## src/rtl/cpu_space_pkg.sv

```systemverilog
package cpu_space_pkg;
  localparam int CS_AW  = 24;
  localparam int FC_W   = 3;
  localparam int LVL_W  = 3;
  localparam logic [FC_W-1:0] FC_CPU_SPACE = 3'b111;
  localparam logic [FC_W-1:0] FC_NONE      = 3'b000;

  typedef enum logic [1:0] {
    CYC_NONE = 2'd0,
    CYC_BKPT = 2'd1,
    CYC_IACK = 2'd2,
    CYC_STOP = 2'd3
  } cyc_kind_e;

  typedef enum logic {
    BUS_IDLE   = 1'b0,
    BUS_ACTIVE = 1'b1
  } bus_state_e;
endpackage

```

## src/rtl/cs_rst_sync.sv

```systemverilog
module cs_rst_sync #(
  parameter int STAGES = 2
) (
  input  logic clk,
  input  logic rst_n,
  output logic rst_n_sync
);
  logic [STAGES-1:0] sync_q;

  always_ff @(posedge clk or negedge rst_n) begin
    if (!rst_n) sync_q <= '0;
    else        sync_q <= {sync_q[STAGES-2:0], 1'b1};
  end

  assign rst_n_sync = sync_q[STAGES-1];
endmodule

```

## src/rtl/cs_bkpt_tagger.sv

```systemverilog
module cs_bkpt_tagger #(
  parameter int DEPTH = 4
) (
  input  logic clk,
  input  logic rst_n,
  input  logic fetch_vld,
  input  logic fetch_pre,
  input  logic bkpt_in,
  input  logic retire,
  input  logic flush,
  input  logic bp_grant,
  output logic bp_want
);
  localparam int CW = $clog2(DEPTH + 1);

  logic [DEPTH-1:0] tag_q, tag_d;
  logic [CW-1:0]    cnt_q, cnt_d, cnt_ap;
  logic             op_q, op_d;
  logic             pend_q, pend_d;
  logic             have, pop, head, push, bp_fire, q_en;

  always_comb begin
    have    = (cnt_q != '0);
    pop     = retire & have;
    head    = have & tag_q[0];
    bp_fire = retire & (head | op_q);
    push    = fetch_vld & fetch_pre & ~flush;
    cnt_ap  = cnt_q - CW'(pop);

    tag_d = pop ? (tag_q >> 1) : tag_q;
    cnt_d = cnt_ap;
    if (push && (cnt_ap != CW'(DEPTH))) begin
      for (int i = 0; i < DEPTH; i++) begin
        if (cnt_ap == CW'(i)) tag_d[i] = bkpt_in;
      end
      cnt_d = cnt_ap + CW'(1);
    end
    if (flush) begin
      tag_d = '0;
      cnt_d = '0;
    end

    op_d   = ~flush & ((op_q & ~retire) | (fetch_vld & ~fetch_pre & bkpt_in));
    pend_d = (pend_q | bp_fire) & ~bp_grant;
    q_en   = push | pop | flush;
  end

  assign bp_want = pend_q | bp_fire;

  for (genvar g = 0; g < DEPTH; g++) begin : g_tag
    always_ff @(posedge clk or negedge rst_n) begin
      if (!rst_n)    tag_q[g] <= 1'b0;
      else if (q_en) tag_q[g] <= tag_d[g];
    end
  end

  always_ff @(posedge clk or negedge rst_n) begin
    if (!rst_n) begin
      cnt_q  <= '0;
      op_q   <= 1'b0;
      pend_q <= 1'b0;
    end else begin
      if (q_en) cnt_q <= cnt_d;
      op_q   <= op_d;
      pend_q <= pend_d;
    end
  end

  AST_QUEUE_NO_OVERFLOW: assert property (@(posedge clk) disable iff (!rst_n)
    (fetch_vld && fetch_pre && !flush && !pop) |-> (cnt_q != CW'(DEPTH)));
  AST_FLUSH_DROPS: assert property (@(posedge clk) disable iff (!rst_n)
    flush |=> (cnt_q == '0) && !op_q);
  AST_PEND_HELD: assert property (@(posedge clk) disable iff (!rst_n)
    (pend_q && !bp_grant) |=> pend_q);
endmodule

```

## src/rtl/cs_addr_enc.sv

```systemverilog
module cs_addr_enc
  import cpu_space_pkg::*;
#(
  parameter logic [2:0] BKPT_NUM = 3'd7,
  parameter logic       BKPT_T   = 1'b1,
  parameter int         STOP_HI  = 17
) (
  input  cyc_kind_e           kind,
  input  logic [LVL_W-1:0]    level,
  output logic [CS_AW-1:0]    addr
);
  localparam logic [3:0] TYPE_BKPT = 4'b0000;

  function automatic logic [CS_AW-1:0] mk_bkpt();
    logic [CS_AW-1:0] a;
    a        = '0;
    a[19:16] = TYPE_BKPT;
    a[4:2]   = BKPT_NUM;
    a[1]     = BKPT_T;
    return a;
  endfunction

  function automatic logic [CS_AW-1:0] mk_stop();
    logic [CS_AW-1:0] a;
    a = '0;
    for (int i = 1; i <= STOP_HI; i++) a[i] = 1'b1;
    return a;
  endfunction

  localparam logic [CS_AW-1:0] BKPT_ADDR = mk_bkpt();
  localparam logic [CS_AW-1:0] STOP_ADDR = mk_stop();

  always_comb begin
    unique case (kind)
      CYC_BKPT: addr = BKPT_ADDR;
      CYC_IACK: addr = {{(CS_AW-LVL_W-1){1'b1}}, level, 1'b1};
      CYC_STOP: addr = STOP_ADDR;
      default:  addr = '0;
    endcase
  end
endmodule

```

## src/rtl/cs_bus_seq.sv

```systemverilog
module cs_bus_seq
  import cpu_space_pkg::*;
(
  input  logic             clk,
  input  logic             rst_n,
  input  logic             bp_want,
  input  logic             iack_req,
  input  logic             stop_req,
  input  logic             term_ok,
  input  logic             term_err,
  input  logic [CS_AW-1:0] enc_addr,
  output cyc_kind_e        grant_kind,
  output logic             bp_grant,
  output logic             cs_req,
  output logic [FC_W-1:0]  cs_fc,
  output logic [CS_AW-1:0] cs_addr,
  output logic             bkpt_exc,
  output logic             cyc_done
);
  bus_state_e       state_q, state_d;
  cyc_kind_e        kind_q, kind_d;
  logic [CS_AW-1:0] addr_q, addr_d;
  logic [FC_W-1:0]  fc_q, fc_d;
  logic             exc_d, done_d, term;

  always_comb begin
    grant_kind = CYC_NONE;
    if (state_q == BUS_IDLE) begin
      if (bp_want)       grant_kind = CYC_BKPT;
      else if (iack_req) grant_kind = CYC_IACK;
      else if (stop_req) grant_kind = CYC_STOP;
    end
    bp_grant = (grant_kind == CYC_BKPT);
    term     = (state_q == BUS_ACTIVE) & (term_ok | term_err);

    state_d = state_q;
    kind_d  = kind_q;
    addr_d  = addr_q;
    fc_d    = fc_q;
    exc_d   = 1'b0;
    done_d  = 1'b0;
    if (grant_kind != CYC_NONE) begin
      state_d = BUS_ACTIVE;
      kind_d  = grant_kind;
      addr_d  = enc_addr;
      fc_d    = FC_CPU_SPACE;
    end else if (term) begin
      state_d = BUS_IDLE;
      kind_d  = CYC_NONE;
      addr_d  = '0;
      fc_d    = FC_NONE;
      exc_d   = (kind_q == CYC_BKPT);
      done_d  = 1'b1;
    end
  end

  always_ff @(posedge clk or negedge rst_n) begin
    if (!rst_n) begin
      state_q  <= BUS_IDLE;
      kind_q   <= CYC_NONE;
      addr_q   <= '0;
      fc_q     <= FC_NONE;
      bkpt_exc <= 1'b0;
      cyc_done <= 1'b0;
    end else begin
      state_q  <= state_d;
      kind_q   <= kind_d;
      addr_q   <= addr_d;
      fc_q     <= fc_d;
      bkpt_exc <= exc_d;
      cyc_done <= done_d;
    end
  end

  assign cs_req  = (state_q == BUS_ACTIVE);
  assign cs_addr = addr_q;
  assign cs_fc   = fc_q;

  AST_REQ_HELD: assert property (@(posedge clk) disable iff (!rst_n)
    (cs_req && !term_ok && !term_err) |=> cs_req);
  AST_ADDR_STABLE: assert property (@(posedge clk) disable iff (!rst_n)
    (cs_req && !term_ok && !term_err) |=> ($stable(cs_addr) && $stable(cs_fc)));
  AST_EXC_PULSE: assert property (@(posedge clk) disable iff (!rst_n)
    bkpt_exc |=> !bkpt_exc);
  AST_EXC_CAUSE: assert property (@(posedge clk) disable iff (!rst_n)
    bkpt_exc |-> $past(cs_req && (term_ok || term_err) && (kind_q == CYC_BKPT)));
  AST_ONE_OUTSTANDING: assert property (@(posedge clk) disable iff (!rst_n)
    cs_req |-> (grant_kind == CYC_NONE));
  AST_BKPT_FIRST: assert property (@(posedge clk) disable iff (!rst_n)
    (bp_want && !cs_req) |=> (cs_req && kind_q == CYC_BKPT));
  AST_IDLE_TERM_IGNORED: assert property (@(posedge clk) disable iff (!rst_n)
    (!cs_req && !bp_want && !iack_req && !stop_req) |=> (!cs_req && !bkpt_exc && !cyc_done));
endmodule

```

## src/rtl/cpu_space_seq.sv

```systemverilog
module cpu_space_seq
  import cpu_space_pkg::*;
#(
  parameter int         TAG_DEPTH = 4,
  parameter logic [2:0] BKPT_NUM  = 3'd7,
  parameter logic       BKPT_T    = 1'b1
) (
  input  logic             clk,
  input  logic             rst_n,
  input  logic             rd_valid,
  input  logic             rd_prefetch,
  input  logic             bkpt_in,
  input  logic             ins_retire,
  input  logic             pipe_flush,
  input  logic             iack_req,
  input  logic [2:0]       iack_level,
  input  logic             stop_req,
  input  logic             bus_ack,
  input  logic             bus_err,
  output logic             cs_req,
  output logic [2:0]       cs_fc,
  output logic [23:0]      cs_addr,
  output logic             bkpt_exc,
  output logic             cyc_done
);
  logic             rst_n_sync;
  logic             bp_want, bp_grant;
  cyc_kind_e        grant_kind;
  logic [CS_AW-1:0] enc_addr;

  cs_rst_sync #(.STAGES(2)) u_rst (
    .clk        (clk),
    .rst_n      (rst_n),
    .rst_n_sync (rst_n_sync)
  );

  cs_bkpt_tagger #(.DEPTH(TAG_DEPTH)) u_tag (
    .clk       (clk),
    .rst_n     (rst_n_sync),
    .fetch_vld (rd_valid),
    .fetch_pre (rd_prefetch),
    .bkpt_in   (bkpt_in),
    .retire    (ins_retire),
    .flush     (pipe_flush),
    .bp_grant  (bp_grant),
    .bp_want   (bp_want)
  );

  cs_addr_enc #(.BKPT_NUM(BKPT_NUM), .BKPT_T(BKPT_T), .STOP_HI(17)) u_enc (
    .kind  (grant_kind),
    .level (iack_level),
    .addr  (enc_addr)
  );

  cs_bus_seq u_bus (
    .clk        (clk),
    .rst_n      (rst_n_sync),
    .bp_want    (bp_want),
    .iack_req   (iack_req),
    .stop_req   (stop_req),
    .term_ok    (bus_ack),
    .term_err   (bus_err),
    .enc_addr   (enc_addr),
    .grant_kind (grant_kind),
    .bp_grant   (bp_grant),
    .cs_req     (cs_req),
    .cs_fc      (cs_fc),
    .cs_addr    (cs_addr),
    .bkpt_exc   (bkpt_exc),
    .cyc_done   (cyc_done)
  );
endmodule

```

## config.mk

```make
export PLATFORM = sky130hd
export DESIGN_NAME = cpu_space_seq
export DESIGN_NICKNAME = d
export VERILOG_FILES = /design/src/rtl/cpu_space_pkg.sv /design/src/rtl/cs_rst_sync.sv /design/src/rtl/cs_bkpt_tagger.sv /design/src/rtl/cs_addr_enc.sv /design/src/rtl/cs_bus_seq.sv /design/src/rtl/cpu_space_seq.sv
export SDC_FILE = /design/constraint.sdc
export NUM_CORES = 1
export LEC_CHECK = 0
export BUFFER_PORTS_ARGS = -buffer_cell sky130_fd_sc_hd__buf_2
export CAP_MARGIN = 30
export CORE_MARGIN = 3
export CORE_UTILIZATION = 45
export DETAILED_ROUTE_END_ITERATION = 8
export GPL_TIMING_DRIVEN = 0
export PLACE_DENSITY = 0.72
export RECOVER_POWER = 50
export SYNTH_ARGS = -nofsm -noshare
export SYNTH_HDL_FRONTEND = slang
export SYNTH_SLANG_ARGS = --single-unit
```

## constraint.sdc

```tcl
create_clock -name clk -period 1.2 [get_ports clk]
set_clock_uncertainty 0.05 [all_clocks]
set_input_delay 0.24 -clock clk [delete_from_list [all_inputs] [get_ports clk]]
set_output_delay 0.24 -clock clk [all_outputs]
set_load 0.02 [all_outputs]
```

# Word level (Yosys, flattened, before mapping)
# Index checks and enable logic that the tools add are counted.
[totals]
ff_bits = 43
out_inout_bits = 30
elab_cells = 76
[op_classes]
add_sub_neg = 2
n_eq_ne = 8
muxes = 26
bitwise = 21
n_reduce_logical = 5
[ops]
columns = ["cell", "n"]
rows = [
  ["24-bit one-hot mux with 3 select lines", 1],
  ["24-bit 2-to-1 mux", 2],
  ["2-bit 2-to-1 mux", 6],
  ["3-bit 2-to-1 mux", 4],
  ["4-bit 2-to-1 mux", 3],
  ["1-bit AND", 11],
  ["1-bit 2-to-1 mux", 10],
  ["3-bit by 2-bit == test with 1-bit output (second input constant)", 2],
  ["1-bit bitwise OR", 6],
  ["2-bit by 1-bit == test with 1-bit output (second input constant)", 2],
  ["2-bit == test (second input constant)", 2],
  ["1-bit inverter", 4],
  ["2-bit nonzero test", 2],
  ["3-bit by 1-bit adder with 3-bit output (second input constant)", 1],
  ["3-bit by 1-bit == test with 1-bit output (second input constant)", 1],
  ["3-bit logical NOT", 1],
  ["3-bit != test (second input constant)", 1],
  ["3-bit nonzero test", 1],
  ["3-bit by 1-bit subtractor with 3-bit output", 1],
  ["1-bit logical AND", 1],
]

# Longest topological paths before layout
[logic_depth]
word_depth = 10
depth_mapped = 9
depth_no_buf = 9

# Cells and area by module
# Synthesis repeated with hierarchy kept, for this count alone.
[hier_totals]
cells_unflattened = 176
hier_area_um2 = 1980.6
[by_module_without_submodules]
columns = ["mod", "n_inst", "cells_each", "area_each_um2"]
rows = [
  ["cs_bus_seq", 1, 77, 1128.6],
  ["cs_bkpt_tagger", 1, 72, 620.6],
  ["cs_addr_enc", 1, 24, 177.7],
  ["cs_rst_sync", 1, 3, 53.8],
]

# Worst setup path before layout
# Ideal clock, no wire load.
[synth_path]
path_type = "register to register"
from = "register u_tag.cnt_q[0]"
to = "register u_tag.tag_q[3]"
arrival_time_ns = 2.060
required_ns = 1.073
path_slack_ns = -0.987
stages_incl_launch_ff = 10
path_buffers = 0
path_cell_list = "dfrtp_1 -> o31ai_4 -> inv_2 -> ha_1 -> ha_1 -> inv_1 -> ha_1 -> ha_1 -> a21o_1 -> a21oi_1"
[synth_between]
elab_chain_cells = 7
word_cells_on_any_way = 12
cone_classes = "1 x add/sub; 2 x eq/ne; 4 x mux; 3 x bitwise; 2 x reduce/logical"
[synth_rtl]
columns = ["element", "line_no", "rtl"]
rows = [
  ["start: declaration", "cs_bkpt_tagger.sv:17", "logic [CW-1:0] cnt_q, cnt_d, cnt_ap;"],
  ["start signal: assignment", "cs_bkpt_tagger.sv:63", "if (q_en) cnt_q <= cnt_d;"],
  ["3-bit nonzero test", "cs_bkpt_tagger.sv:23", "have = (cnt_q != '0);"],
  ["1-bit AND", "cs_bkpt_tagger.sv:24", "pop = retire & have;"],
  ["3-bit by 1-bit subtractor with 3-bit output", "cs_bkpt_tagger.sv:28", "cnt_ap = cnt_q - CW'(pop);"],
  ["3-bit by 2-bit == test with 1-bit output or 3-bit != test (tied branches)", "cs_bkpt_tagger.sv:34, cs_bkpt_tagger.sv:32", ""],
  ["1-bit 2-to-1 mux or 1-bit logical AND (tied branches)", "cs_bkpt_tagger.sv:34, cs_bkpt_tagger.sv:32", ""],
  ["4-bit 2-to-1 mux", "cs_bkpt_tagger.sv:32", "if (push && (cnt_ap != CW'(DEPTH))) begin"],
  ["4-bit 2-to-1 mux", "cs_bkpt_tagger.sv:38", "if (flush) begin"],
  ["end signal: indexed assignment", "cs_bkpt_tagger.sv:53", "else if (q_en) tag_q[g] <= tag_d[g];"],
  ["end: declaration", "cs_bkpt_tagger.sv:16", "logic [DEPTH-1:0] tag_q, tag_d;"],
]
# Parallel ways exist; a longest one is shown, timed or not.
# A chain may end at the register's enable or synchronous reset.

# Worst setup path in the final report
[layout_path]
from = "register u_tag.cnt_q[2]"
to = "register u_tag.tag_q[0]"
[layout_between]
elab_chain_cells = 7
word_cells_on_any_way = 12
cone_classes = "1 x add/sub; 1 x eq/ne; 4 x mux; 3 x bitwise; 3 x reduce/logical"
[layout_rtl]
columns = ["element", "line_no"]
rows = [
  ["3-bit nonzero test", "cs_bkpt_tagger.sv:23"],
  ["1-bit AND", "cs_bkpt_tagger.sv:24"],
  ["3-bit by 1-bit subtractor with 3-bit output", "cs_bkpt_tagger.sv:28"],
  ["3-bit logical NOT or 3-bit != test (tied branches)", "cs_bkpt_tagger.sv:34, cs_bkpt_tagger.sv:32"],
  ["1-bit 2-to-1 mux or 1-bit logical AND (tied branches)", "cs_bkpt_tagger.sv:34, cs_bkpt_tagger.sv:32"],
  ["4-bit 2-to-1 mux", "cs_bkpt_tagger.sv:32"],
  ["4-bit 2-to-1 mux", "cs_bkpt_tagger.sv:38"],
]
# Parallel ways exist; a longest one is shown, timed or not.

==> impl_metrics.toml <==
[routing]
drt_wl_total_um = 3850
dr.pass1.iters = 4
routed_via_density = 5.39
drt-initial-drc-count = 30
drc_errors = 0
antenna_left = 0
post_drt_wl_per_cell_um = 16.7
vias = 1244

[worst_setup_path]
crit_end = "u_tag.tag_q[0]"
worstPathRequired_ns = 1.36
startpoint = "u_tag.cnt_q[2]"
r2r_end = "u_tag.tag_q[0]"
crit_fanout = 6
start_kind = "flop"
critPathKind = "flop to flop"
setup.worst_path.end_class = "flop"
cp_data_arrival_time_ns = 2.25
r2r_cells = 8
r2r_slack_ns = -0.89
timing.rr.start = "u_tag.cnt_q[2]"

[floorplan]
fp.coreArea_um2 = 2780
pin_count = 44
floorplan.initialDensity_pct = 48.0
die_y_um = 60.5
die_w_um = 60.5
dieArea_um2 = 3660
rows = 19

[clocking]
cts_sinks = 22
cts.htree.levels = 1
clk_pin_slew_ns = 0.13
cts_made_buffers = 3
root_buffer = "clkbuf_4"
cts_buffer_depth = 2
cts_tree = "yes"
clk_latency_ns = 0.31

[final_layout]
design_area_um2 = 2230
layout-drive-gt1-share_pct = 61.0
fin_util_pct = 80.2
final_nets = 222
final_cells = 231
syn2layout_area_growth_pct = 67.1
diodes = 0
fillCellCount = 156

[synthesis]
synth_fa_ha_area_share_pct = 6.56
yosys.area_share.simple_pct = 12.1
synth_area_leader_cell = "dfrtp_1"
avgSynthCellArea_um2 = 9.96
synth.mux.area_fraction_pct = 0
ys_top_cells_by_count = "22 x dfrtp_1, 21 x buf_4, 14 x nand2_1"
synth_nets = 155
ys_types = 31
netlist_area_um2 = 1340
async_reset_ff_share_pct = 100
ys_seq_elements = 22
synth_edf_count = 0
yosysSeqAreaShare_pct = 41.2
synthTopCellsByArea = "dfrtp_1 41%, buf_4 12%, ha_1 6.6%"
synth_top_family_by_area = "compound AO/OA/AOI/OAI gates"
yosysMostFrequentCell = "dfrtp_1"
ys.flop_type = "dfrtp_1"
syn_inst = 134
synth_compound_area_share_pct = 22.3
synth_warnings = 0
synth_top_area_share_pct = 41.2
synth-xor-area-share_pct = 1.22

[timing]
fin_crit_sh_pct = 174
max_freq_mhz = 479
fin_ws_ns = -0.890
final_hold_viol_count = 0
min_period_ns = 2.09
worst_hold_slack_ns = 0.0601
finalSetupViolCount = 41
worstMarginPinSlew_ns = 0.845
finalMaxSlewViolations = 0
max_slew_margin_pct = 43.6
rsz0062_at_grt = "true"

[grt]
antenna_found_initial = 0
grt_usage_pct = 19.6
grt_pass1_wl_um = 5290
grt_max_degree = 21
overflow = 0
grt_pass1_vias = 1123

[placed_design]
placed_cell_area_um2 = 1630
io_buffers = 42
place_congestion = 0.795
dp_hpwl_um = 2240
placed_cells = 207

[power_and_ir_drop]
swShare_pct = 39.3
p_comb_share_pct = 69.4
cellPowerDensity_nw_per_um2 = 2600
ir_drop_uv = 2470
intPower_mw = 3.52
p_total_mw = 5.80
leakage_nw = 1.04
p_sw_mw = 2.28
p_clk_share_pct = 9.9
pwr-share-seq_pct = 20.7

[outcome]
violations = "setup timing"
status = "complete, but fails checks"

[flow_run]
cap_violations = 0

[worst_hold_path]
hp-class = "input port to flop"
-- kinds of logic after synthesis --
family / after synthesis
xor gates and xnor gates: 1
buffers and inverters: 33
other: 1
adders and majority gates: 7
DFF: 22
AOI/OAI and AO/OA: 35
and+or+nand+nor: 35
-- power groups by stage --
| stage | clock [mW] | combinational [mW] | sequential [mW] |
|---|---|---|---|
| after CTS | 0.581 | 3.47 | 1.16 |
| final | 0.573 | 4.02 | 1.20 |
| after global routing | 0.620 | 4.27 | 1.23 |
| after floorplan | 0 | 1.65 | 1.33 |
| after detailed placement | 0 | 2.48 | 1.19 |
| after global placement | 0 | 2.42 | 1.17 |
-- timing repair --
| action | in CTS | in global routing |
|---|---|---|
| cloned | 0 | 1 |
| hold buffers | 1 | 0 |
| buffers inserted | 7 | 11 |
| endpoints found under the setup margin | 40 | 47 |
| resized for setup | 74 | 36 |
| pin swaps | 11 | 13 |
| endpoints found under the hold margin | 2 | 0 |
-- critical path, stage by stage (launching register included) --
cell and delay [ns]:
dfrtp_2 0.47, o31ai_4 0.29, inv_2 0.10, ha_4 0.17, ha_4 0.17, xor2_4 0.18
nor2_4 0.20, nand3b_1 0.11, a32o_1 0.26
-- registers in the layout, indices dropped and copies added (netlist names) --
signal          flops
u_bus.bkpt_exc      1
u_bus.cs_addr       6
u_bus.cs_fc         1
u_bus.cyc_done      1
u_bus.kind_q        2
u_rst.sync_q        2
u_tag.cnt_q         3
u_tag.op_q          1
u_tag.pend_q        1
u_tag.tag_q         4
-- routing by layer --
layer	share of wire [%]	up-vias	wire (um)	global-route usage, %
met5	0	-	0	0
met1	38	614	1450	23.7
met2	55	44	2110	34.1
li1	-	580	-	-
met4	1.2	0	46	6.50
met3	6.5	6	250	5.11
-- cells in the final DEF, fill, tap and decap left out, types with 2 or more instances in the layout --
cell / instances
buf_6: 54
o21ai_2: 2
nor2_2: 2
inv_2: 3
o211ai_1: 3
o2bb2ai_2: 4
dfrtp_2: 5
clkbuf_4: 3
buf_2: 13
dfrtp_1: 17
ha_4: 6
nand3_1: 2
nand3b_1: 3
nor2_1: 10
a21oi_2: 3
buf_4: 16
a211o_1: 3
nand2_1: 13
a21oi_1: 3
a21o_1: 3
inv_1: 7
a32oi_1: 2
a32o_1: 3
-- final cells by class --
type                       count  area (um2)  share of cell area, %
tap                           31        38.8                   1.74
timing repair buffer          62         548                   24.6
multi-input combinational     79         738                   33.1
clock inverter                 1        30.0                   1.35
buffer                        23         259                   11.6
clock buffer                   3        22.5                   1.01
inverter                      10        37.5                   1.68
sequential                    22         557                   25.0
-- per-stage QoR --
| step | setup slack (ns) | setup TNS (ns) |
|---|---|---|
| after floorplan | -0.914 | -8.10 |
| after global placement | -1.08 | -10.28 |
| after detailed placement | -1.13 | -10.97 |
| after CTS | -0.864 | -15.24 |
| after global routing | -0.946 | -16.67 |
| final | -0.890 | -14.66 |
-- how the worst min path moves through the flow --
| stage | startpoint | end | slack (ns) | cells past startpoint |
|---|---|---|---|---|
| 3_3_place_gp | rst_n | u_rst.sync_q[0] | -0.03 | 1 |
| 2_1_floorplan | rst_n | u_rst.sync_q[0] | -0.11 | 0 |
| 3_5_place_dp | rst_n | u_rst.sync_q[0] | -0.02 | 1 |
| 6_report | pipe_flush | u_tag.tag_q[3] | 0.06 | 2 |
| 5_1_grt | pipe_flush | u_tag.tag_q[3] | 0.04 | 2 |
| 4_1_cts | pipe_flush | u_tag.cnt_q[1] | 0.05 | 2 |
No activity file was read; power rests on OpenSTA's default activity.
